`src/rtl/tdet_pkg.sv`:
```
package tdet_pkg;
    localparam int TDET_PORTS = 7;

    typedef enum logic [1:0] {
        TD_IDLE  = 2'd0,
        TD_WATCH = 2'd1,
        TD_HIT   = 2'd2
    } tdet_state_e;
endpackage

```
`src/rtl/tdet_snap.sv`:
```
module tdet_snap #(
    parameter int NP = 7
) (
    input  logic          clk,
    input  logic          rst_n,
    input  logic          load_i,
    input  logic [NP-1:0] lvl_i,
    input  logic [NP-1:0] mask_i,
    output logic          hit_o
);
    logic [NP-1:0] base_q;
    logic [NP-1:0] diff;

    always_ff @(posedge clk) begin
        if (!rst_n)      base_q <= '0;
        else if (load_i) base_q <= lvl_i;
    end

    // a watched bit that no longer matches the baseline
    always_comb diff = (lvl_i ^ base_q) & ~mask_i;
    assign hit_o = |diff;
endmodule

```
`src/rtl/tdet_fsm.sv`:
```
module tdet_fsm
    import tdet_pkg::*;
(
    input  logic clk,
    input  logic rst_n,
    input  logic active_i,
    input  logic rd_i,
    input  logic hit_i,
    input  logic irq_en_i,
    output logic load_o,
    output logic flag_o,
    output logic irq_o
);
    tdet_state_e state_q, state_d;

    always_ff @(posedge clk) begin
        if (!rst_n) state_q <= TD_IDLE;
        else        state_q <= state_d;
    end

    always_comb begin
        state_d = state_q;
        load_o  = 1'b0;
        unique case (state_q)
            TD_IDLE: begin
                if (active_i) begin            // arm
                    state_d = TD_WATCH;
                    load_o  = 1'b1;
                end
            end
            TD_WATCH: begin
                if (!active_i) begin           // drop
                    state_d = TD_IDLE;
                end else if (rd_i) begin       // reread
                    load_o  = 1'b1;
                end else if (hit_i) begin      // detect
                    state_d = TD_HIT;
                end
            end
            TD_HIT: begin
                if (!active_i) begin           // drop
                    state_d = TD_IDLE;
                end else if (rd_i) begin       // acknowledge
                    state_d = TD_WATCH;
                    load_o  = 1'b1;
                end
            end
            default: state_d = TD_IDLE;
        endcase
    end

    always_comb begin
        flag_o = (state_q == TD_HIT);
        irq_o  = flag_o & irq_en_i;
    end
endmodule

```
`src/rtl/tdet_p31_mux.sv`:
```
module tdet_p31_mux #(
    parameter bit IRQ_ON_PIN = 1'b1
) (
    input  logic sel_i,
    input  logic irq_i,
    input  logic gp_val_i,
    input  logic gp_oe_i,
    output logic val_o,
    output logic oe_o
);
    generate
        if (IRQ_ON_PIN) begin : g_shared
            assign val_o = sel_i ? irq_i : gp_val_i;
            assign oe_o  = sel_i | gp_oe_i;
        end else begin : g_gpio_only
            logic unused_sel;
            assign unused_sel = sel_i ^ irq_i;
            assign val_o = gp_val_i;
            assign oe_o  = gp_oe_i;
        end
    endgenerate
endmodule

```
`src/rtl/port_transition_detector.sv`:
```
module port_transition_detector #(
    parameter int NP         = tdet_pkg::TDET_PORTS,
    parameter bit IRQ_ON_PIN = 1'b1
) (
    input  logic          clk,
    input  logic          rst_n,
    input  logic [NP-1:0] port_lvl_i,
    input  logic [NP-1:0] watch_mask_i,
    input  logic          mon_en_i,
    input  logic          irq_en_i,
    input  logic          shutdown_i,
    input  logic          status_rd_i,
    input  logic          gp31_val_i,
    input  logic          gp31_oe_i,
    output logic          flag_o,
    output logic          irq_o,
    output logic          p31_val_o,
    output logic          p31_oe_o
);
    logic active, load, hit;

    assign active = mon_en_i & ~shutdown_i;

    tdet_snap #(.NP(NP)) u_snap (
        .clk    (clk),
        .rst_n  (rst_n),
        .load_i (load),
        .lvl_i  (port_lvl_i),
        .mask_i (watch_mask_i),
        .hit_o  (hit)
    );

    tdet_fsm u_fsm (
        .clk      (clk),
        .rst_n    (rst_n),
        .active_i (active),
        .rd_i     (status_rd_i),
        .hit_i    (hit),
        .irq_en_i (irq_en_i),
        .load_o   (load),
        .flag_o   (flag_o),
        .irq_o    (irq_o)
    );

    tdet_p31_mux #(.IRQ_ON_PIN(IRQ_ON_PIN)) u_p31 (
        .sel_i    (mon_en_i & irq_en_i),
        .irq_i    (irq_o),
        .gp_val_i (gp31_val_i),
        .gp_oe_i  (gp31_oe_i),
        .val_o    (p31_val_o),
        .oe_o     (p31_oe_o)
    );
endmodule

```
`config.mk`:
```
export PLATFORM = sky130hd
export DESIGN_NAME = port_transition_detector
export DESIGN_NICKNAME = d
export VERILOG_FILES = /design/src/rtl/tdet_pkg.sv /design/src/rtl/tdet_snap.sv /design/src/rtl/tdet_fsm.sv /design/src/rtl/tdet_p31_mux.sv /design/src/rtl/port_transition_detector.sv
export SDC_FILE = /design/constraint.sdc
export NUM_CORES = 1
export LEC_CHECK = 0
export BUFFER_PORTS_ARGS = -buffer_cell sky130_fd_sc_hd__buf_2
export CORE_UTILIZATION = 24
export DETAILED_ROUTE_END_ITERATION = 8
export GPL_ROUTABILITY_DRIVEN = 0
export PLACE_DENSITY = 0.54
export SETUP_SLACK_MARGIN = 0.2
export SYNTH_ARGS = -nofsm -noshare
export SYNTH_HDL_FRONTEND = slang
export SYNTH_SLANG_ARGS = --single-unit
```
`constraint.sdc`:
```
create_clock -name clk -period 4.5 [get_ports clk]
set_input_delay 0 -clock clk [delete_from_list [all_inputs] [get_ports clk]]
set_output_delay 0 -clock clk [all_outputs]
set_load 0.01 [all_outputs]
```
Word-level counts from Yosys, hierarchy flattened
Index checks and enable logic that the tools add are counted.
{"block": "op_classes", "eq_ne": 6, "mux": 12, "n_bitwise": 8, "n_reduce_logical": 4}
{"op": "$mux 2", "n": 6}
{"op": "$ne 3x3->1 const B", "n": 3}
{"op": "$and 7x7->7", "n": 1}
{"op": "$not 7->7", "n": 1}
{"op": "$reduce_or 7->1", "n": 1}
{"op": "$xor 7x7->7", "n": 1}
{"op": "$pmux 2 s3", "n": 1}
{"op": "$mux 1", "n": 4}
{"op": "$reduce_and 4->1", "n": 1}
{"op": "$and 1x1->1", "n": 3}
{"op": "$eq 2x1->1 const B", "n": 1}
{"op": "$eq 2x2->1 const B", "n": 1}
{"op": "$logic_not 2->1", "n": 1}
{"op": "$ne 2x1->1 const B", "n": 1}
{"op": "$pmux 1 s2", "n": 1}
{"op": "$reduce_or 2->1", "n": 1}
{"op": "$not 1->1", "n": 1}
{"op": "$or 1x1->1", "n": 1}
{"block": "totals", "register_bits": 9, "input_bits": 22, "output_inout_bits": 4, "elab_cells": 32}

Depth between registers and ports, before layout
{"block": "depth", "ltp_word": 7, "depth_mapped": 6, "depth_no_buf": 6}

Modules after synthesis
A second synthesis with hierarchy kept.
{"block": "unflattened", "hier_cells": 61, "hier_area_um2": 599.3}
{"module": "tdet_snap", "n_inst": 1, "cells_per_inst": 34, "area_each_um2": 350.3, "seq_area_each_um2": 140.1}
{"module": "tdet_fsm", "n_inst": 1, "cells_per_inst": 23, "area_each_um2": 207.7, "seq_area_each_um2": 40.0}
{"module": "tdet_p31_mux", "n_inst": 1, "cells_per_inst": 2, "area_each_um2": 21.3, "seq_area_each_um2": 0.0}
{"module": "port_transition_detector", "n_inst": 1, "cells_per_inst": 2, "area_each_um2": 20.0, "seq_area_each_um2": 0.0}

Least setup slack after synthesis
Ideal clock, no wire load.
{"block": "synth_path", "path_kind": "register to register", "startpoint": "register u_fsm.state_q[0]", "endpoint": "register u_snap.base_q[0]", "setup_time_ns": 0.116, "arrival_ns": 1.337, "t_required_ns": 4.384, "setup_slack_ns": 3.047, "stages_incl_launch_ff": 7, "n_path_buf": 0, "period_less_slack_ns": 1.453, "path_cell_list": "dfxtp_1 > inv_1 > ha_1 > a21oi_1 > nor3_4 > mux2i_1 > nor2b_1"}
{"block": "synth_via", "elab_chain_len": 3, "elab_cells_between_ends": 5, "classes_between": "2 x eq/ne; 1 x mux; 2 x reduce/logical"}
{"item": "start, declared", "line": "tdet_fsm.sv:14", "source": "tdet_state_e state_q, state_d;"}
{"item": "start signal, assigned", "line": "tdet_fsm.sv:18", "source": "else state_q <= state_d;"}
{"item": "$eq 2x2->1 / $eq 2x1->1 (equally long branches)", "line": "tdet_fsm.sv:24", "source": "unique case (state_q)"}
{"item": "$reduce_or 2->1 (no line)"}
{"item": "$pmux 1 s2 *", "line": "tdet_fsm.sv:24"}
{"item": "end signal, assigned", "line": "tdet_snap.sv:16", "source": "else if (load_i) base_q <= lvl_i;"}
{"item": "end, declared", "line": "tdet_snap.sv:11", "source": "logic [NP-1:0] base_q;"}
Mark *: on every way between the ends. The rest lies on a longest branch, timed or not.
A chain may end at the register's enable or synchronous reset.

Worst setup path in the final report
{"block": "layout_path", "startpoint": "register u_fsm.state_q[0]", "endpoint": "register u_snap.base_q[5]"}
Same word-level chain as after synthesis.

==> run summary <==
CP max-delay cell - dfxtp_1
Worst Path Max Fanout - 7
Ant. Diodes - 0
DRT met1 WL - 584 um
Drt drc - 0
Synth Area per Inst - 9.87 um2
Syn nets - 87
Crit Path Class - reg2reg
Hold path start - port_lvl_i[0]
Met2 WL - 540 um
Critical R2R Capture - u_snap.base_q[5]
Clock share of power - 0.271
Vias per cell - 4.32
Post-CTS setup buffers - 0
Num rows - 17
H-tree levels - 1
Nets - 116
P_leak - 0.335 nW
Startpoint Class - flip-flop
Synth cell types - 22
Unrepaired setup endpoints after global routing - no
TritonRoute pass-1 iters - 2
DRT iter0 DRCs - 2
Vias in the first global route - 458
CTS Sinks - 9
Die height - 52.1 um
Sequential element share of the synthesized area - 0.299
Peak VDD IR - 151 uV
Area of the die - 2710 um2
Peak Freq - 623 MHz
Rel. slew slack - 0.700
Crit-path cells - inv_1 -> ha_1 -> a21oi_1 -> nor3_4 -> mux2i_1 -> nor2b_1
Initial core utilization - 0.262
Sw Pwr - 0.0728 mW
Root Driver - clkbuf_4
Horiz. Die Dim - 52.1 um
CTS tree - done
PD cells - 299 nW/um2
Fraction of layout cells with a size suffix above 1 - 0.371
Most common cell after layout, fill and taps aside - buf_2
Crit-path max cell delay - 0.39 ns
Post-Syn Instances - 61
Hold Path Class - in2reg
Met3 Wirelength - 85 um
FF+latch count, synth - 9
I/O Buffers - 25
Initial antenna violation count - 0
Gr usage total - 0.105
Worst r2r src - u_fsm.state_q[0]
Largest net degree at the start of global routing - 12
CTS resizes - 0
Num CTS Buffers - 3
Synthesis Warnings - 0
Status - complete, no violations
First-pass GRT wire length - 2000 um
Flop pwr share - 0.405
Crit path max-delay family - simple AND/OR/NAND/NOR gates
Post-route cell area - 785 um2
Synth Cell Area - 602 um2
Final hold violation count - 0
Top layer in use - met4
Clk_lat worst skew - 0.26 ns
Slew Viols, Final - 0
Remaining Overflow, GRT - 0
Routed wire length - 1220 um
Max clock buf depth - 2
Final setup viols - 0
Std-Cell Core Area - 2300 um2
Endpoint type of the worst setup path - flip-flop
Clk pin slew, worst setup/hold paths - 0.07 ns
Worst Reg-to-Reg Cells - 6
Dpl cell area - 758 um2
Max-cap violation count - 0
CP bufs+invs - 1
Actual slew at the worst max-slew pin - 0.449 ns
# fillers - 257
IO Count - 26
Setup TNS Final - 0 ns
Post-route ant nets - 0
WHS Path Cells - 3
Crit path required time - 4.66 ns
Worst R2R Setup Slack - 2.90 ns
WHS Endpoint - u_snap.base_q[0]
Comb power frac - 0.324
Arrival time worst endpoint - 1.76 ns
Fin crit share - 0.357
Design internal power - 0.162 mW
Layout area overhead - 30.4%
Worst clock skew - 0.00805 ns
Sw frac - 0.310
Routed vias - 506
Dpl hpwl - 994 um
Hold_buf cts - 0
Routed len/inst - 10.4 um
Commonest non-fill, non-tap cells in the layout - 25 x buf_2, 10 x mux2i_1, 9 x dfxtp_1, 7 x nor2b_1, 7 x xnor2_1
Final min period - 1.60 ns
per-layer routing:
| layer | global-route usage | vias up |
|---|---|---|
| met3 | 0.0234 | 2 |
| met4 | 0.0811 | 0 |
| met5 | 0 | - |
| met2 | 0.154 | 15 |
| li1 | - | 269 |
| met1 | 0.131 | 220 |
stage by stage:
step | instances | hold WS [ns] | setup WS [ns] | util | power, mW
6_report | 117 | 0.0194 | 2.90 | 0.342 | 0.235
5_1_grt | 117 | 0.0303 | 2.69 | 0.342 | 0.255
4_1_cts | 117 | 0.0147 | 2.88 | 0.342 | 0.239
3_5_place_dp | 113 | 0.271 | 2.89 | 0.330 | 0.174
3_3_place_gp | 113 | 0.267 | 2.90 | 0.330 | 0.172
2_1_floorplan | 61 | 0.126 | 3.05 | - | 0.151
cell type report:
cell class / instances / area, um2 / share of cell area
Inverter: 2 / 7.51 / 0.00957
Tap cell: 28 / 35.0 / 0.0447
Clock buffer: 4 / 26.3 / 0.0335
Multi-Input combinational cell: 49 / 410 / 0.523
Sequential cell: 9 / 180 / 0.230
Timing Repair Buffer: 25 / 125 / 0.159
state kept, by name (all words and copies together), names as in the netlist:
signal / flops
u_snap.base_q: 7
u_fsm.state_q: 2
logic make-up (layout without fill, tap and decap cells):
family                   Yosys count  in the layout  synth area share
AO/OA/AOI/OAI                      7              7            0.0811
buffers and inverters              3             31            0.0187
XOR/XNOR                           7              7             0.102
flip-flops                         9              9             0.299
adder cells (fa/ha/maj)            4              4            0.0832
AND/OR/NAND/NOR                   20             20             0.231
multiplexers                      11             11             0.185
worst max-delay path by stage:
stage	start	endpoint	slack, ns	cells past startpoint
floorplan	u_fsm.state_q[0]	u_snap.base_q[0]	3.05	6
global placement	u_fsm.state_q[0]	u_snap.base_q[2]	2.90	6
detailed placement	u_fsm.state_q[0]	u_snap.base_q[6]	2.89	6
global route	u_fsm.state_q[0]	u_snap.base_q[2]	2.69	6
finish	u_fsm.state_q[0]	u_snap.base_q[5]	2.90	6
CTS	u_fsm.state_q[0]	u_snap.base_q[2]	2.88	6
synthesized netlist by cell type (all sizes together):
master / instances / area [um2]
mux2i: 10 / 100
dfxtp: 9 / 180
nor2b: 7 / 43.8
xnor2: 7 / 61.3
ha: 4 / 50.1
nand2: 3 / 11.3
o22ai: 3 / 18.8
a21oi: 2 / 10.0
inv: 2 / 7.51
nand2b: 2 / 20.0
nor2: 2 / 7.51
a211oi: 1 / 12.5
and2: 1 / 6.26
and2b: 1 / 7.51
clkbuf: 1 / 3.75
mux2: 1 / 11.3
nand3: 1 / 5.00
nor3: 1 / 16.3
nor4: 1 / 12.5
o211ai: 1 / 7.51
or3b: 1 / 8.76
tightest hold or removal path: stages:
cell and delay (ns):
buf_2 0.09, mux2i_1 0.06, nor2b_1 0.09
power by group through the flow:
stage | clock network [mW] | logic (mW) | registers [mW]
floorplan | 0 | 0.0563 | 0.0951
global placement | 0 | 0.0760 | 0.0964
detailed placement | 0 | 0.0771 | 0.0966
CTS | 0.0670 | 0.0772 | 0.0949
global route | 0.0724 | 0.0864 | 0.0965
finish | 0.0636 | 0.0759 | 0.0950
(Power assumes the default switching activity.)
